[config.mk]
export PLATFORM = sky130hd
export DESIGN_NAME = sd_word_fifo
export DESIGN_NICKNAME = d
export VERILOG_FILES = /design/src/rtl/sdf_pkg.sv /design/src/rtl/sdf_store.sv /design/src/rtl/sdf_dbgreg.sv /design/src/rtl/sd_word_fifo.sv
export SDC_FILE = /design/constraint.sdc
export NUM_CORES = 1
export LEC_CHECK = 0
export BUFFER_PORTS_ARGS = -buffer_cell sky130_fd_sc_hd__buf_2
export CAP_MARGIN = 20
export CORE_ASPECT_RATIO = 0.7
export CORE_MARGIN = 5
export CORE_UTILIZATION = 40
export CTS_CLUSTER_SIZE = 30
export DETAILED_ROUTE_END_ITERATION = 10
export PLACE_DENSITY = 0.66
export SYNTH_ARGS = -nofsm -noshare
export SYNTH_HDL_FRONTEND = slang
export SYNTH_SLANG_ARGS = --single-unit
[constraint.sdc]
create_clock -name clk -period 5.6 [get_ports clk]
set_input_delay 0.28 -clock clk [delete_from_list [all_inputs] [get_ports clk]]
set_output_delay 0.28 -clock clk [all_outputs]
set_load 0.005 [all_outputs]
[src/rtl/sdf_pkg.sv]
package sdf_pkg;
  typedef enum logic [3:0] {
    ST_IDENT        = 4'd0,
    ST_DATA         = 4'd1,
    ST_RD_DATA      = 4'd2,
    ST_WR_DATA      = 4'd3,
    ST_RD_WAIT      = 4'd4,
    ST_RD_CRC       = 4'd5,
    ST_WR_CRC       = 4'd6,
    ST_WR_WAIT1     = 4'd7,
    ST_PWR_DN       = 4'd8,
    ST_PWR_UP       = 4'd9,
    ST_WR_START1    = 4'd10,
    ST_WR_START2    = 4'd11,
    ST_PULSES       = 4'd12,
    ST_WR_WAIT2     = 4'd13,
    ST_PWR_DN_START = 4'd15
  } dp_state_e;

  localparam int STATE_W = 4;
endpackage

[src/rtl/sdf_store.sv]
module sdf_store #(
  parameter int W = 32,
  parameter int DEPTH = 16,
  localparam int AW = $clog2(DEPTH),
  localparam int FW = AW + 1
) (
  input  logic          clk,
  input  logic          rst,
  input  logic          push,
  input  logic [W-1:0]  wdata,
  input  logic          pop,
  output logic [W-1:0]  rdata,
  output logic [FW-1:0] fill,
  output logic          ovf,
  output logic          unf
);
  logic [W-1:0]  mem [DEPTH];
  logic [AW-1:0] wptr, rptr;
  logic [FW-1:0] fill_q;
  logic [W-1:0]  ram_q;
  logic          zero_q;
  logic          full, empty, push_ok, pop_ok;

  function automatic logic [AW-1:0] ptr_next(input logic [AW-1:0] p);
    return (p == AW'(DEPTH - 1)) ? '0 : p + 1'b1;
  endfunction

  assign full    = (fill_q == FW'(DEPTH));
  assign empty   = (fill_q == '0);
  assign pop_ok  = pop && !empty;
  assign push_ok = push && (!full || pop_ok);
  assign ovf     = push && !push_ok;
  assign unf     = pop && !pop_ok;

  always_ff @(posedge clk) begin
    if (push_ok) mem[wptr] <= wdata;
    if (pop_ok)  ram_q <= mem[rptr];
  end

  always_ff @(posedge clk) begin
    if (rst) begin
      wptr   <= '0;
      rptr   <= '0;
      fill_q <= '0;
      zero_q <= 1'b1;
    end else begin
      if (push_ok) wptr <= ptr_next(wptr);
      if (pop_ok)  rptr <= ptr_next(rptr);
      fill_q <= fill_q + FW'(push_ok) - FW'(pop_ok);
      if (pop) zero_q <= !pop_ok;
    end
  end

  assign rdata = zero_q ? '0 : ram_q;
  assign fill  = fill_q;


  fill_bound_chk: assert property (@(posedge clk) disable iff (rst)
    fill_q <= FW'(DEPTH));


  no_overflow_chk: assert property (@(posedge clk) disable iff (rst)
    (full && push && !pop) |=> (fill_q == FW'(DEPTH)));


  underflow_zero_chk: assert property (@(posedge clk) disable iff (rst)
    (empty && pop) |=> (rdata == '0));
endmodule

[src/rtl/sdf_dbgreg.sv]
module sdf_dbgreg #(
  parameter int DEPTH = 16,
  parameter int THR_RST = 4,
  localparam int FW = $clog2(DEPTH) + 1,
  localparam int SW = sdf_pkg::STATE_W,
  localparam int DW = SW + 3 * FW + 1
) (
  input  logic          clk,
  input  logic          rst,
  input  logic          dbg_wr,
  input  logic [DW-1:0] dbg_wdata,
  input  logic          state_ld,
  input  logic [SW-1:0] state_in,
  input  logic [FW-1:0] fill,
  input  logic          xfer_is_read,
  output logic [DW-1:0] dbg_rdata,
  output logic          data_avail
);
  import sdf_pkg::*;

  localparam int FILL_LSB = SW;
  localparam int WTHR_LSB = SW + FW;
  localparam int RTHR_LSB = SW + 2 * FW;
  localparam int FORCE_B  = SW + 3 * FW;

  logic [SW-1:0] state_q;
  logic [FW-1:0] wthr_q, rthr_q;
  logic          force_wr;
  logic [FW-1:0] space;
  logic          unused_dbg_bits;

  assign force_wr = dbg_wr && dbg_wdata[FORCE_B];
  assign unused_dbg_bits = ^{dbg_wdata[WTHR_LSB-1:0]};

  always_ff @(posedge clk) begin
    if (rst) begin
      state_q <= ST_IDENT;
      wthr_q  <= FW'(THR_RST);
      rthr_q  <= FW'(THR_RST);
    end else begin
      if (force_wr)      state_q <= ST_DATA;
      else if (state_ld) state_q <= state_in;
      if (dbg_wr && !dbg_wdata[FORCE_B]) begin
        wthr_q <= dbg_wdata[WTHR_LSB +: FW];
        rthr_q <= dbg_wdata[RTHR_LSB +: FW];
      end
    end
  end

  assign space      = FW'(DEPTH) - fill;
  assign data_avail = xfer_is_read ? (fill >= rthr_q) : (space >= wthr_q);
  assign dbg_rdata  = {1'b0, rthr_q, wthr_q, fill, state_q};


  force_state_chk: assert property (@(posedge clk) disable iff (rst)
    force_wr |=> (dbg_rdata[SW-1:0] == ST_DATA));


  thr_hold_chk: assert property (@(posedge clk) disable iff (rst)
    (!dbg_wr || force_wr) |=> ($stable(wthr_q) && $stable(rthr_q)));


  force_reads_zero_chk: assert property (@(posedge clk) disable iff (rst)
    !dbg_rdata[FORCE_B]);
endmodule

[src/rtl/sd_word_fifo.sv]
module sd_word_fifo #(
  parameter int W = 32,
  parameter int DEPTH = 16,
  parameter int THR_RST = 4,
  localparam int FW = $clog2(DEPTH) + 1,
  localparam int DW = sdf_pkg::STATE_W + 3 * FW + 1
) (
  input  logic                        clk,
  input  logic                        rst,
  input  logic                        xfer_is_read,
  input  logic                        reg_push,
  input  logic                        reg_pop,
  input  logic                        card_push,
  input  logic                        card_pop,
  input  logic [W-1:0]                reg_wdata,
  input  logic [W-1:0]                card_wdata,
  output logic [W-1:0]                pop_data,
  input  logic                        dbg_wr,
  input  logic [DW-1:0]               dbg_wdata,
  output logic [DW-1:0]               dbg_rdata,
  input  logic                        state_ld,
  input  logic [sdf_pkg::STATE_W-1:0] state_in,
  output logic                        data_avail,
  output logic                        fifo_err,
  input  logic                        err_clr
);
  logic          push, pop, ovf, unf, err_q;
  logic [W-1:0]  wdata;
  logic [FW-1:0] fill;

  assign push  = xfer_is_read ? card_push : reg_push;
  assign pop   = xfer_is_read ? reg_pop   : card_pop;
  assign wdata = xfer_is_read ? card_wdata : reg_wdata;

  sdf_store #(.W(W), .DEPTH(DEPTH)) u_store (
    .clk(clk), .rst(rst), .push(push), .wdata(wdata), .pop(pop),
    .rdata(pop_data), .fill(fill), .ovf(ovf), .unf(unf)
  );

  sdf_dbgreg #(.DEPTH(DEPTH), .THR_RST(THR_RST)) u_dbg (
    .clk(clk), .rst(rst), .dbg_wr(dbg_wr), .dbg_wdata(dbg_wdata),
    .state_ld(state_ld), .state_in(state_in), .fill(fill),
    .xfer_is_read(xfer_is_read), .dbg_rdata(dbg_rdata),
    .data_avail(data_avail)
  );

  always_ff @(posedge clk) begin
    if (rst) err_q <= 1'b0;
    else     err_q <= (err_q && !err_clr) || ovf || unf;
  end
  assign fifo_err = err_q;


  err_sticky_chk: assert property (@(posedge clk) disable iff (rst)
    (fifo_err && !err_clr) |=> fifo_err);


  ovf_err_chk: assert property (@(posedge clk) disable iff (rst)
    ovf |=> fifo_err);


  unf_err_chk: assert property (@(posedge clk) disable iff (rst)
    unf |=> fifo_err);
endmodule

==> results of run 1 <==
worst max path at each step:
stage	startpoint	end	slack (ps)	depth (start not counted)
finish	u_store.fill[1]$_SDFF_PP0_	u_store.mem[2][21]$_DFFE_PP_	1870	9
detailed placement	u_store.fill[1]$_SDFF_PP0_	u_store.mem[2][22]$_DFFE_PP_	1870	9
global route	u_store.fill[1]$_SDFF_PP0_	u_store.mem[12][21]$_DFFE_PP_	1670	9
floorplan	u_store.fill[1]$_SDFF_PP0_	u_store.mem[0][0]$_DFFE_PP_	1140	8
global placement	u_store.fill[1]$_SDFF_PP0_	u_store.mem[2][22]$_DFFE_PP_	1920	9
CTS	u_store.fill[1]$_SDFF_PP0_	u_store.mem[2][15]$_DFFE_PP_	1850	9
cells in the mapped netlist, types with 3 or more instances:
library cell	instances
nor3_1	4
nand2b_1	7
o21ai_0	4
nor2_1	25
a21oi_1	15
nor2b_1	37
a22oi_1	65
dfxtp_1	29
edfxtp_1	544
and2_1	3
xnor2_1	6
ha_1	24
buf_6	4
nand2_1	61
mux4_2	128
buf_4	6
mux2_2	32
buf_2	12
clkbuf_1	37
inv_1	22
mux2i_1	7
area by class of cell:
class | count | share of cell area, %
clock buffer | 66 | 5.37
clock inverter | 26 | 0.905
inverter | 22 | 0.318
multi-input combinational | 445 | 20.3
sequential | 573 | 65.1
tap | 740 | 3.56
timing repair buffer | 185 | 4.39
placed cells by master (no fill, tap or decap), types with 22 or more instances in the layout:
| cell | n |
|---|---|
| a22oi_1 | 65 |
| buf_2 | 141 |
| buf_4 | 22 |
| clkbuf_16 | 54 |
| dfxtp_1 | 26 |
| edfxtp_1 | 544 |
| ha_1 | 24 |
| inv_1 | 22 |
| mux2_2 | 32 |
| mux4_2 | 128 |
| nand2_1 | 61 |
| nor2b_1 | 35 |
logic make-up after synthesis:
family / after synthesis
fa+ha+maj: 25
mux: 168
other cells: 1
flops: 573
buf+inv: 83
compound gates: 102
xor+xnor: 8
simple gates: 141
sequential cells by signal, summed over array words and instances (netlist names), 4 cells and up:
| signal | flops |
|---|---|
| u_store.fill | 5 |
| u_store.rptr | 4 |
| u_store.wptr | 4 |
| u_dbg.state_q | 4 |
| u_store.ram_q | 32 |
| u_dbg.rthr_q | 5 |
| u_dbg.wthr_q | 5 |
| u_store.mem | 512 |
worst max-delay path, stage by stage (launching register included):
cell and delay (ps):
dfxtp_1 430, inv_1 120, ha_1 210, and2_1 190, ha_1 290, and2_1 220
a211oi_4 380, nand2_1 320, nor3_2 890, buf_12 330
per-layer routing:
metal | vias to the layer above | part of all wire (%) | track usage [%]
li1 | 4840 | - | -
met1 | 5853 | 45 | 23.0
met2 | 325 | 48 | 25.2
met3 | 55 | 5.7 | 2.39
met4 | 0 | 1.3 | 2.77
met5 | - | 0 | 0
stage by stage:
| step | utilization (%) | hold WS [ps] | worst slack, ps | total power [mW] | std cells |
|---|---|---|---|---|---|
| finish | 46.9 | 55.8 | 1870 | 10.3 | 2057 |
| global route | 46.9 | 38.1 | 1670 | 10.7 | 2057 |
| CTS | 46.9 | 21.0 | 1850 | 10.4 | 2056 |
| detailed placement | 43.6 | 472 | 1870 | 6.93 | 1947 |
| global placement | 43.6 | 463 | 1920 | 6.90 | 1947 |
| floorplan | - | 416 | 1140 | 6.41 | 1101 |
power groups by stage:
stage               Combinational [mW]  Clock [mW]  Sequential [mW]
finish                            1.65        3.45             5.16
global route                      1.82        3.72             5.19
CTS                               1.69        3.51             5.17
detailed placement                1.67           0             5.26
global placement                  1.65           0             5.25
floorplan                         1.27           0             5.14
==> out/qor.csv, run 1 <==
metric,value,unit
status,"finished, final reports clean",
GR Overflow Total,0,
Worst EP required,5870,ps
Unique masters post-synth,42,
Power Density,395,nW/um^2
share of the yosys chip area belonging to registers,75.4,%
#FFs+latches synth,573,
"Setup violations, final",0,
Int Power,7.76,mW
hpwl dp,26900,microns
clk_lat worst skew,580,ps
max_cap viols,0,
Switching Share,24.4,%
Hold Crit Class,in -> reg,
CTS Hold Bufs,17,
Worst Hold Depth,3,
fill cell count,4632,
"top cells by area, synth","edfxtp_1 73%, mux4_2 13%, dfxtp_1 2.6%, a22oi_1 2.2%, mux2_2 1.6%",
Flop pwr share,50.3,%
largest family of logic cells by synthesized area,multiplexers,
GPL Wtd Cong,0.742,
worst-path maximum fanout,24,
Synth area leader,edfxtp_1,
syn nets,1224,
clk slew on worst S/H paths,60,ps
slew margin rel.,27.1,%
post-CTS setup buffers,0,
Die X,293,microns
endpoint type of the worst setup path,flop,
number of global-route vias before repair,11489,
TritonCTS clock tree,done,
CTS resizes,0,
first-pass GRT wire length,72600,microns
die height,208,microns
compound-gate portion of the synthesized area,3.31,%
Starting Density,40.5,%
reg2reg path depth,9,
fmax,268,MHz
largest net degree at the start of global routing,85,
top cell type's share of synthesized area,72.8,%
row count,72,
skew final,12.1,ps
R2R Setup Slk,1870,ps
Synth Area in Adders,1.43,%
Die ar.,61000,sq um
Antenna Violating Nets Remaining,0,
Worst Hold End,u_dbg.state_q[3]$_SDFFE_PP0P_,
clock network power share,33.6,%
setup TNS,0,ps
Logic pwr share,16.1,%
Reg2Reg Launch Point,u_store.fill[1]$_SDFF_PP0_,
number of DRC markers in iteration 0,989,
vias per inst,5.38,
Final Cell Area,26000,sq um
CTS Buffer Depth,3,
Boundary Pins,152,
DRC viols,0,
fin crit period,3730,ps
Simple-Gate Fraction of Synth Area,2.96,%
Post-synth EDFFs,544,
area of the multi-input gates,5280,sq um
total CTS buffers,52,
Layout Area Growth over Synthesis,15.8,%
Hold Fails Final Rpt,0,
Placed Area,24200,sq um
P_leak,8.44,nW
Post-synth ARST share,0,%
nets@finish,1402,
share of layout cells above drive strength 1,32.1,%
Core ar.,55400,sq um
routed vias,11073,
mean routed wirelength per cell,23.2,microns
post-synthesis mux area share,14.9,%
Worst Hold Launch,state_ld,
Final Max Tran Viols,0,
Max VDD drop,276,uV
CP Launch Type,flop,
post-synthesis xor/xnor area fraction,0.312,%
Syn Inst Count,1101,
critical path class,reg -> reg,
final clock period utilization by the worst path,66.6,%
NetSw,2.50,mW
Slew @ Worst Pin,1090,ps
Port Buf Inserts,141,
Synth Warn #,0,
H-tree depth,2,
gr usage total,15.6,%
clk root buf,clkbuf_16,
"Cell Area, Synth",22400,sq um
Ant. Diodes,0,
RSZ-0062 raised after global routing,no,
RR Endpoint,u_store.mem[2][21]$_DFFE_PP_,
Synth Flop Type,edfxtp_1,
WP data arrival,4000,ps
Synth Area per Inst,20.4,sq um
clk sinks,573,
drt pass-1 iters,5,
initial antenna violation count,0,
flip-flop and latch area,16900,sq um
final wirelength,47800,microns
Power figures use the tool's default switching activity.
==> run 2, diff against run 1 <==
Settings changed: PLACE_DENSITY 0.66 to 0.68.
Clock period 5.6 ns to 3.1 ns, I/O delays scaled along.
==> out/qor.csv, run 2 (synthesis results as in run 1) <==
metric,value,unit,change
Layout Area Growth over Synthesis,17.8,%,
fill cell count,4530,,-2.2%
Max VDD drop,388,uV,+41%
Final Max Tran Viols,0,,unchanged
TritonCTS clock tree,done,,
most frequent cells in the layout,"544 x edfxtp_1, 141 x buf_2, 128 x mux4_2",,
setup TNS,0,ps,unchanged
routed vias,11155,,+0.74%
largest net degree at the start of global routing,37,,-56%
Util after Layout,47.7,%,+0.80 points
Switching Share,24.6,%,+0.21 points
fin crit period,2910,ps,-818 ps
Worst EP required,3550,ps,-2320 ps
hpwl dp,29200,microns,+8.5%
clock network power share,32.8,%,-0.8 points
Placed Area,24600,sq um,+1.8%
Tot Pwr,18.5,mW,+80%
final clock period utilization by the worst path,93.9,%,+27 points
nets@finish,1432,,+2.1%
Port Buf Inserts,141,,unchanged
Cells after DPL,1972,,+1.3%
Die ar.,61000,sq um,unchanged
P_leak,8.59,nW,+1.8%
initial antenna violation count,1,,+1
final wirelength,48000,microns,+0.42%
die height,208,microns,unchanged
Slew @ Worst Pin,917,ps,-171 ps
H-tree depth,2,,unchanged
skew final,22.9,ps,+10.7 ps
Max stage delay on crit path,420,ps,-470 ps
"Setup violations, final",0,,unchanged
gr usage total,15.6,%,about the same
endpoint type of the worst setup path,flop,,
WP data arrival,3360,ps,-640 ps
post-CTS setup buffers,0,,unchanged
max_cap viols,0,,unchanged
max FFs per register,512,,unchanged
NetSw,4.55,mW,+82%
clk_lat worst skew,590,ps,about the same
Starting Density,40.5,%,unchanged
Power Density,700,nW/um^2,+77%
share of layout cells above drive strength 1,33.3,%,+1.2 points
slew margin rel.,38.8,%,+12 points
RSZ-0062 raised after global routing,no,,
crit path cell chain,"inv_1, ha_1, and2_1, ha_1, and2_1, a211oi_4, ha_1, inv_1, fa_1, o21bai_1, a21oi_1, xnor2_1, nor2_1",,
Ant. Diodes,0,,unchanged
Die X,293,microns,unchanged
fmax,343,MHz,+28%
GR Overflow Total,0,,unchanged
Reg with most FFs,u_store.mem,,
Flop pwr share,50.1,%,-0.2 points
number of global-route vias before repair,11670,,+1.6%
worst-path maximum fanout,7,,-71%
clk sinks,573,,unchanged
mean routed wirelength per cell,23.0,microns,-0.93%
first-pass GRT wire length,72600,microns,about the same
critical path class,reg -> reg,,
Worst Hold Depth,2,,-1
Hold Fails Final Rpt,0,,unchanged
Largest regs,"u_store.mem (512), u_store.ram_q (32)",,
Final Cell Area,26400,sq um,+1.7%
DRC viols,0,,unchanged
GPL Wtd Cong,0.756,,+1.9%
clk slew on worst S/H paths,60,ps,about the same
drt pass-1 iters,5,,unchanged
Hold Crit Class,in -> reg,,
row count,72,,unchanged
vias per inst,5.35,,-0.61%
Int Power,14.0,mW,+80%
clk root buf,clkbuf_16,,
Antenna Violating Nets Remaining,0,,unchanged
Crit-path slowest cell,fa_1,,
post-route insts no fill,2085,,+1.4%
CTS Buffer Depth,3,,unchanged
CP Launch Type,flop,,
reg2reg path depth,13,,+4
number of DRC markers in iteration 0,853,,-14%
total CTS buffers,52,,unchanged
status,"finished, final reports clean",,
Logic pwr share,17.1,%,+1.0 points
Boundary Pins,152,,unchanged
Core ar.,55400,sq um,unchanged
CP most frequent cell,ha_1,,
"commonest non-fill, non-tap cell in the layout",edfxtp_1,,
run 2: layout make-up:
cell class              instances  area, sq um  area share (%)
clock buffers                  62         1360            5.15
flip-flops and latches        573        16900            64.1
clock inverters                28          229           0.867
repair buffers                215         1600            6.05
well taps                     740          926            3.50
inverters                      22         82.6           0.313
multi-input cells             445         5300            20.1
run 2: power by group through the flow:
| stage | combinational (mW) | sequential, mW | clock [mW] |
|---|---|---|---|
| after global routing | 3.49 | 9.31 | 6.56 |
| after CTS | 3.23 | 9.28 | 6.21 |
| final | 3.16 | 9.27 | 6.08 |
| after floorplan | 2.30 | 9.27 | 0 |
| after global placement | 3.15 | 9.42 | 0 |
| after detailed placement | 3.19 | 9.44 | 0 |
run 2: final timing paths:
check,end,from,slack [ps]
worst max-delay path,u_store.fill[4]$_SDFF_PP0_,u_store.fill[0]$_SDFF_PP0_,190
worst min register to register,u_dbg.rthr_q[0]$_SDFFE_PP0P_,u_dbg.rthr_q[0]$_SDFFE_PP0P_,470
worst min-delay path,u_store.fill[4]$_SDFF_PP0_,rst,50
worst max register to register,u_store.fill[4]$_SDFF_PP0_,u_store.fill[0]$_SDFF_PP0_,190
run 2: layer usage:
layer	vias up	routed length, microns	GRT usage [%]
met4	2	943	3.78
met3	68	2980	2.66
li1	4902	-	-
met1	5858	21100	22.8
met5	-	13	0
met2	325	22900	24.9
run 2: critical path: cells and delay by family (launching register included):
kind	cells	cell delay (ps)
buffers and inverters	2	180
AND/OR/NAND/NOR	3	450
AO/OA/AOI/OAI	3	490
XOR/XNOR	1	160
flip-flops	1	370
adder cells (fa/ha/maj)	4	1150
run 2: through the flow:
| stage | hold slack [ps] | worst slack [ps] |
|---|---|---|
| global placement | 395 | 171 |
| floorplan | 291 | -511 |
| CTS | 15.9 | 67.0 |
| finish | 45.2 | 188 |
| detailed placement | 400 | 78.6 |
| global route | 49.7 | 17.0 |
run 2: timing repair:
action | in CTS | in global routing
hold buffers | 23 | 0
hold endpoints to repair | 15 | 0
gates resized for setup | 0 | 3
setup endpoints to repair | 0 | 22
==> run 3, diff against run 2 <==
Settings changed: CORE_UTILIZATION 40 to 35, PLACE_DENSITY 0.68 to 0.62.
==> out/qor.csv, run 3 (synthesis results as in run 1) <==
metric,value,unit,change
Hold Fails Final Rpt,0,,unchanged
Tot Pwr,18.7,mW,+0.84%
nets@finish,1436,,+0.28%
slew margin rel.,45.7,%,+6.9 points
"commonest non-fill, non-tap cell in the layout",edfxtp_1,,
first-pass GRT wire length,75400,microns,+3.9%
Hold Crit Class,in -> reg,,
vias per inst,5.11,,-4.5%
final wirelength,49900,microns,+4.1%
Power Density,702,nW/um^2,+0.32%
largest net degree at the start of global routing,37,,unchanged
Util after Layout,42.0,%,-5.7 points
Core ar.,63300,sq um,+14%
GPL Wtd Cong,0.731,,-3.3%
clk_lat worst skew,580,ps,about the same
worst-path maximum fanout,9,,+2
Layout Area Growth over Synthesis,18.4,%,
Reg2Reg Launch Point,u_store.fill[0]$_SDFF_PP0_,,
max FFs per register,512,,unchanged
Starting Density,35.4,%,-5.0 points
clk root buf,clkbuf_16,,
GR Overflow Total,0,,unchanged
gr usage total,14.2,%,-1.4 points
area of the multi-input gates,5300,sq um,about the same
final clock period utilization by the worst path,94.1,%,+0.21 points
skew final,15.7,ps,-7.21 ps
Max VDD drop,382,uV,-1.5%
Port Buf Inserts,141,,unchanged
R2R Setup Slk,180,ps,about the same
status,"finished, final reports clean",,
die height,222,microns,+6.6%
clk slew on worst S/H paths,70,ps,about the same
crit path cell chain,"inv_1, ha_1, and2_1, ha_1, and2_1, a211oi_4, buf_4, nand2_1, nor2_4, buf_4",,
worst setup path start,u_store.fill[0]$_SDFF_PP0_,,
RSZ-0062 raised after global routing,no,,
post-route insts no fill,2182,,+4.7%
CP Launch Type,flop,,
critical path class,reg -> reg,,
RR Endpoint,u_store.mem[9][6]$_DFFE_PP_,,
number of global-route vias before repair,11685,,+0.13%
initial antenna violation count,1,,unchanged
Crit path depth,10,,-3
Largest regs,"u_store.mem (512), u_store.ram_q (32)",,
Max stage delay on crit path,370,ps,-50 ps
Die X,313,microns,+6.7%
setup slack at placement,85.0,ps,+6.48 ps
Worst EP required,3370,ps,-180 ps
most frequent cells in the layout,"544 x edfxtp_1, 141 x buf_2, 128 x mux4_2",,
Ant. Diodes,0,,unchanged
reg2reg path depth,10,,-3
CP Buf/Inv Count,3,,+1
max_cap viols,0,,unchanged
Die ar.,69300,sq um,+14%
"Setup violations, final",0,,unchanged
number of DRC markers in iteration 0,973,,+14%
H-tree depth,2,,unchanged
CP endpoint,u_store.mem[9][6]$_DFFE_PP_,,
DRC viols,0,,unchanged
endpoint type of the worst setup path,flop,,
mean routed wirelength per cell,22.9,microns,-0.56%
Final Max Tran Viols,0,,unchanged
fin crit period,2920,ps,+6.36 ps
row count,77,,+6.9%
Reg with most FFs,u_store.mem,,
Cells after DPL,2065,,+4.7%
P_leak,8.63,nW,+0.39%
Boundary Pins,152,,unchanged
Antenna Violating Nets Remaining,0,,unchanged
routed vias,11150,,-0.045%
hpwl dp,30600,microns,+5.1%
flip-flop and latch area,16900,sq um,unchanged
drt pass-1 iters,5,,unchanged
share of layout cells above drive strength 1,33.6,%,+0.25 points
Slew @ Worst Pin,812,ps,-105 ps
TritonCTS clock tree,done,,
CTS Buffer Depth,3,,unchanged
fmax,343,MHz,-0.22%
"Largest delay share family, worst path",simple AND/OR/NAND/NOR gates,,
clk sinks,573,,unchanged
Crit-path slowest cell,dfxtp_1,,
fill cell count,5473,,+21%
Final Worst Setup Slack,182,ps,-6.36 ps
total CTS buffers,52,,unchanged
WP data arrival,3190,ps,-170 ps
## run 3: cell types whose count changed in the layout (fill, tap and decap cells not counted), moves of 2 or more
cell and change:
buf_12 -4, buf_4 +7, clkbuf_1 +2, clkbuf_8 +2, clkinv_4 +2, clkinvlp_4 -3, inv_6 -3
## run 3: worst min-delay path, stage by stage
cell,delay (ps)
buf_2,100
mux2i_4,120
nand3b_1,110
a31oi_1,70
## run 3: area by class of cell
| cell class | instances | area share (%) |
|---|---|---|
| well taps | 829 | 3.91 |
| multi-input cells | 445 | 20.0 |
| flip-flops and latches | 573 | 63.7 |
| clock inverters | 28 | 0.872 |
| repair buffers | 219 | 5.95 |
| inverters | 22 | 0.311 |
| clock buffers | 66 | 5.25 |
## run 3: metrics by stage
step	TNS, ps	cell area, sq um	hold WS (ps)
after floorplan	-223090	22500	291
after global placement	0	24700	386
after detailed placement	0	24700	403
after CTS	0	26500	6.71
after global routing	0	26600	41.1
final	0	26600	32.7
## run 3: how the worst min path moves through the flow
stage                     cells after the start                            to  slack (ps)     startpoint
after floorplan                               2  u_dbg.rthr_q[1]$_SDFFE_PP0P_         290  dbg_wdata[15]
after global placement                        3  u_dbg.wthr_q[2]$_SDFFE_PP1P_         390  dbg_wdata[11]
after detailed placement                      3  u_dbg.wthr_q[2]$_SDFFE_PP1P_         400  dbg_wdata[11]
after CTS                                     2    u_store.fill[4]$_SDFF_PP0_           7            rst
after global routing                          2  u_store.wptr[2]$_SDFFE_PP0P_          40            rst
final                                         4           fifo_err$_SDFF_PP0_          30       card_pop
## run 3: repair_timing
item | 4_1_cts | 5_1_grt
endpoints found under the hold margin | 15 | 0
setup endpoints to repair | 0 | 77
hold buffers | 23 | 0
setup buffers | 0 | 0
resized for setup | 0 | 5
## run 3: metal layers
layer	routed length [microns]	global-route usage, %	vias to the layer above
li1	-	-	4908
met4	603	2.39	0
met3	2860	2.48	48
met2	23200	22.1	314
met5	0	0	-
met1	23300	21.6	5880
## run 3: power breakdown
part | leakage (nW) | internal, mW | switching [mW] | total (mW)
Sequential | 5.17 | 9.02 | 0.206 | 9.22
Combinational | 2.66 | 1.58 | 1.68 | 3.26
Clock | 0.793 | 3.44 | 2.73 | 6.17
Total | 8.63 | 14.0 | 4.62 | 18.7
